<file path="src/rtl/flash_pgm_suspend.sv">
module flash_pgm_suspend #(
  parameter int STEPS  = 32,
  parameter int CKPT   = 8,
  parameter int SETTLE = 3,
  parameter int NBLK   = 4,
  parameter int DATA_W = 16,
  parameter logic [DATA_W-1:0] GARBAGE = 16'hDEAD
) (
  input  logic              clk,
  input  logic              rst_n,
  input  logic              pgm_i,
  input  logic              hv_i,
  input  logic              sus_i,
  input  logic              ilk_wr_i,
  input  logic [$clog2(NBLK)-1:0] blk_sel_i,
  input  logic              rd_en_i,
  input  logic [$clog2(NBLK)-1:0] rd_blk_i,
  output logic              done_o,
  output logic              rd_ok_o,
  output logic              err_o,
  output logic [$clog2(STEPS)-1:0] step_o,
  output logic              rd_valid_o,
  output logic [DATA_W-1:0] rd_data_o
);
  localparam int SW = $clog2(STEPS);
  localparam int BW = $clog2(NBLK);
  localparam int CW = $clog2(SETTLE + 1);

  typedef enum logic [1:0] {S_IDLE, S_RUN, S_SETTLE, S_SUSP} st_t;

  st_t           st;
  logic          pgm_q, sus_q;
  logic [SW-1:0] step;
  logic [CW-1:0] cnt;
  logic [BW-1:0] pblk;

  wire sus_rise = sus_i & ~sus_q;
  wire sus_fall = ~sus_i & sus_q;
  wire rd_good  = rd_ok_o && !(st != S_IDLE && rd_blk_i == pblk);

  assign rd_ok_o = (st == S_IDLE) || (st == S_SUSP);
  assign step_o  = step;

  always_ff @(posedge clk or negedge rst_n) begin
    if (!rst_n) begin
      st         <= S_IDLE;
      pgm_q      <= 1'b0;
      sus_q      <= 1'b0;
      step       <= '0;
      cnt        <= '0;
      pblk       <= '0;
      done_o     <= 1'b0;
      err_o      <= 1'b0;
      rd_valid_o <= 1'b0;
      rd_data_o  <= '0;
    end else begin
      pgm_q <= pgm_i;
      sus_q <= sus_i;
      if (!pgm_i) err_o <= 1'b0;
      case (st)
        S_IDLE:
          if (pgm_i && !pgm_q) begin
            st     <= S_RUN;
            step   <= '0;
            done_o <= 1'b0;
            pblk   <= blk_sel_i;
          end
        S_RUN:
          if (!pgm_i) begin
            st     <= S_IDLE;
            step   <= '0;
            done_o <= 1'b1;
          end else if (sus_rise && hv_i) begin
            st  <= S_SETTLE;
            cnt <= '0;
          end else if (hv_i) begin
            if (step == SW'(STEPS - 1)) begin
              st     <= S_IDLE;
              step   <= '0;
              done_o <= 1'b1;
            end else begin
              step <= step + 1'b1;
            end
          end
        S_SETTLE:
          if (!pgm_i) begin
            st     <= S_IDLE;
            step   <= '0;
            done_o <= 1'b1;
          end else if (cnt == CW'(SETTLE - 1)) begin
            st     <= S_SUSP;
            done_o <= 1'b1;
          end else begin
            cnt <= cnt + 1'b1;
          end
        S_SUSP:
          if (!pgm_i) begin
            st   <= S_IDLE;
            step <= '0;
          end else if (sus_fall) begin
            if (hv_i) begin
              st     <= S_RUN;
              done_o <= 1'b0;
              step   <= step & ~SW'(CKPT - 1);
            end else begin
              err_o <= 1'b1;
            end
          end else if (ilk_wr_i) begin
            err_o <= 1'b1;
          end
        default: st <= S_IDLE;
      endcase
      rd_valid_o <= rd_en_i && rd_good;
      if (rd_en_i)
        rd_data_o <= rd_good ? {{(DATA_W-BW){1'b0}}, rd_blk_i} : GARBAGE;
    end
  end

  a_r4_sus_needs_hv: assert property (@(posedge clk) disable iff (!rst_n)
    (st == S_SETTLE && $past(st) == S_RUN) |-> $past(hv_i && pgm_i && sus_i && !sus_q));

  a_r5_read_needs_done: assert property (@(posedge clk) disable iff (!rst_n)
    (rd_ok_o && st != S_IDLE) |-> done_o);

  a_r6_valid_when_allowed: assert property (@(posedge clk) disable iff (!rst_n)
    rd_valid_o |-> $past(rd_ok_o));

  a_r8_resume_on_ckpt: assert property (@(posedge clk) disable iff (!rst_n)
    (st == S_RUN && $past(st) == S_SUSP) |-> (int'(step) % CKPT) == 0);

  a_r9_reject_stays: assert property (@(posedge clk) disable iff (!rst_n)
    (st == S_SUSP && pgm_i && sus_q && !sus_i && !hv_i) |=> (st == S_SUSP && err_o && done_o));

  a_r10_abort_idle: assert property (@(posedge clk) disable iff (!rst_n)
    (st == S_RUN && !pgm_i) |=> (st == S_IDLE && done_o));
endmodule

</file>
<file path="config.mk">
export PLATFORM = sky130hd
export DESIGN_NAME = flash_pgm_suspend
export DESIGN_NICKNAME = d
export VERILOG_FILES = /design/src/rtl/flash_pgm_suspend.sv
export SDC_FILE = /design/constraint.sdc
export NUM_CORES = 1
export LEC_CHECK = 0
export CORE_ASPECT_RATIO = 2
export CORE_MARGIN = 2
export CORE_UTILIZATION = 40
export CTS_BUF_LIST = sky130_fd_sc_hd__clkbuf_16
export CTS_CLUSTER_DIAMETER = 60
export DETAILED_ROUTE_END_ITERATION = 16
export PLACE_DENSITY = 0.72
export SYNTH_ARGS = -nofsm -noshare
export SYNTH_HDL_FRONTEND = slang
export SYNTH_SLANG_ARGS = --single-unit
</file>
<file path="constraint.sdc">
create_clock -name clk -period 2.12 [get_ports clk]
set_clock_uncertainty 0.2 [all_clocks]
set_input_delay 0.53 -clock clk [delete_from_list [all_inputs] [get_ports clk]]
set_output_delay 0.53 -clock clk [all_outputs]
set_load 0.01 [all_outputs]
</file>
==> results.tsv <==
metric	value	unit
status	finished clean	
worstSetupPathType	input port to flop	
grt_pass1_wl	4.21	mm
synth_edf_count	0	
path_cells	clkdlybuf4s50_1, nand3b_1, nand3_1, o2111a_4, mux2_4	
antenna_found_initial	0	
place_congestion	0.931	
fin_crit	2.04	ns
fp.dieW	43.1	um
synthFlopType	dfrtp_1	
fin_tns_setup	0	ns
pre_cts_slack	-0.195	ns
synthesis.area	1220	sq um
hp-class	flop to flop	
clock_latency	0.25	ns
worst_path_largest_cell_delay	0.49	ns
cp-start-kind	input port	
cts_resized	1	
layout.cells.non_filler	189	
pin_count	36	
start_util	0.415	
critPathMaxFanout	5	
ctsHtreeMaxLevel	1	
grt_pass1_vias	976	
ys_ff_latch	19	
fmax	490	MHz
endpoint_kind	flop	
fillers	272	
synthMuxAreaShare	0.0758	
fin_nets	179	
fp.dieH	82.1	um
drv_slew	0	
clk_pin_slew	0.05	ns
diodes	0	
synth.most_common_cell	dfrtp_1	
gr-total-overflow	0	
multi_input_area	614	sq um
tritoncts	yes	
cts.sinks	19	
async_reset_ff_frac	1.00	
yosysUniqueCellTypes	39	
clockBufferDepth	2	
finalWorstSetupSlack	0.0780	ns
grt_max_degree	20	
crit_family	buffers and inverters	
power.density	1110	nW/um^2
dp.cells	185	
fin_crit_sh	0.963	
synth_top_area_share	0.389	
antenna_left	0	
p_leak	0.812	nW
area_growth	38.6	%
critical_path_required	2.05	ns
first_pass_iters	3	
netlist_instances	116	
coreArea	2940	sq um
cp_slowest_cell	clkdlybuf4s50_1	
regArea	477	sq um
synth_top_area_cell	dfrtp_1	
route.detailed.drc	0	
totalWireLength	2.57	mm
synthSimpleGateAreaFrac	0.178	
numCtsBuffers	3	
ir_worst_vdd	701	uV
cts_root_buf	clkbuf_16	
avgSynthCellArea	10.5	sq um
post_cts.repair.setup_buffers	0	
crit_arrival	1.98	ns
die-area	3540	sq um
synth_top_family_by_area	simple AND/OR/NAND/NOR gates	
final_area	1690	sq um
ys_seq_area_frac	0.389	
path_buf_inv	1	
synth-compound-area-share	0.140	
portBuffers	31	
dpl.hpwl	2.08	mm
yosysWarningCount	0	
synth.area.top_cells	dfrtp_1 39%, ha_1 8.2%, buf_4 8.0%	
synthAdderAreaFrac	0.0820	
via_per_inst	5.05	
synth_xor_area_frac	0.0143	
track_usage	0.162	
num_vias	954	
rsz0062_at_grt	no	
hold_buffers	0	
cap_violations	0	
hold_viol	0	
drt_iter0_markers	19	
num_rows	28	
dpl-instance-area	1610	sq um
synth_common_cells	19 x dfrtp_1, 13 x buf_4, 9 x inv_1, 9 x nand2_1, 9 x nor2_1	
drive_gt1_frac	0.258	
post_drt_wl_per_cell	13.6	um
setup_violations	0	
==> area by class of cell <==
| type | instances | area share |
|---|---|---|
| multi-input cells | 77 | 0.363 |
| flip-flops and latches | 19 | 0.282 |
| repair buffers | 50 | 0.267 |
| clock buffers | 3 | 0.0443 |
| well taps | 30 | 0.0222 |
| inverters | 9 | 0.0200 |
| clock inverters | 1 | 0.00222 |
==> final timing paths <==
kind	from	cells after the start	endpoint	slack, ns
max	sus_i	5	st[1]	0.08
min	err_o	2	err_o	0.29
max reg2reg	step_o[0]	7	st[1]	0.10
min reg2reg	err_o	2	err_o	0.29
max in group asynchronous	rst_n	2	rd_data_o[14]	1.08
min in group asynchronous	rst_n	2	rd_valid_o	0.42
==> cell families (layout without fill, tap and decap cells) <==
kind of cell / Yosys count / in the layout
simple gates: 37 / 37
buf+inv: 23 / 63
flops: 19 / 19
compound gates: 18 / 18
fa+ha+maj: 8 / 8
mux: 8 / 8
xor+xnor: 2 / 2
other cells: 1 / 4
==> cells in the final DEF (no fill, tap or decap), types with 2 or more instances in the layout <==
master           instances
mux2_2                   2
nand2_1                  9
clkdlybuf4s50_1         30
ha_1                     8
and3_2                   2
nor2_1                   9
mux2_1                   4
conb_1                   4
buf_4                   19
nand4_1                  2
inv_1                   10
xnor2_1                  2
nand3b_1                 3
a22o_1                   3
a21oi_1                  2
o21ai_1                  2
dfrtp_1                 18
clkbuf_16                3
nand3_1                  2
o2bb2ai_1                2
nand3_2                  2
==> report_power, final <==
group	internal [mW]	leakage, nW	switching, mW
logic	0.569	0.528	0.410
registers	0.457	0.241	0.0641
clock network	0.251	0.0423	0.130
==> tightest hold or removal path, stage by stage (launching register included) <==
cell and delay, ns:
dfrtp_1 0.34, nand2_1 0.05, o21ai_0 0.06
==> flip-flops by register name, indices dropped and copies added (netlist names), 2 cells and up <==
name,count
rd_data_o,3
cnt,2
step_o,5
pblk,2
st,2
==> through the flow <==
| step | power (mW) | utilization | hold WS, ns |
|---|---|---|---|
| after floorplan | 1.11 | - | 0.0344 |
| after global placement | 1.50 | 0.548 | 0.275 |
| after detailed placement | 1.52 | 0.548 | 0.284 |
| after CTS | 1.91 | 0.575 | 0.298 |
| after global routing | 2.00 | 0.575 | 0.334 |
| final | 1.88 | 0.575 | 0.290 |
==> routing by layer <==
layer  vias up  global-route usage  routed length (um)
li1        472                   -                   -
met1       455               0.157                 888
met2        21               0.317                1510
met3         6              0.0196                  78
met4         0              0.0939                  87
met5         -                   0                   0
No activity file was read; power rests on OpenSTA's default activity.
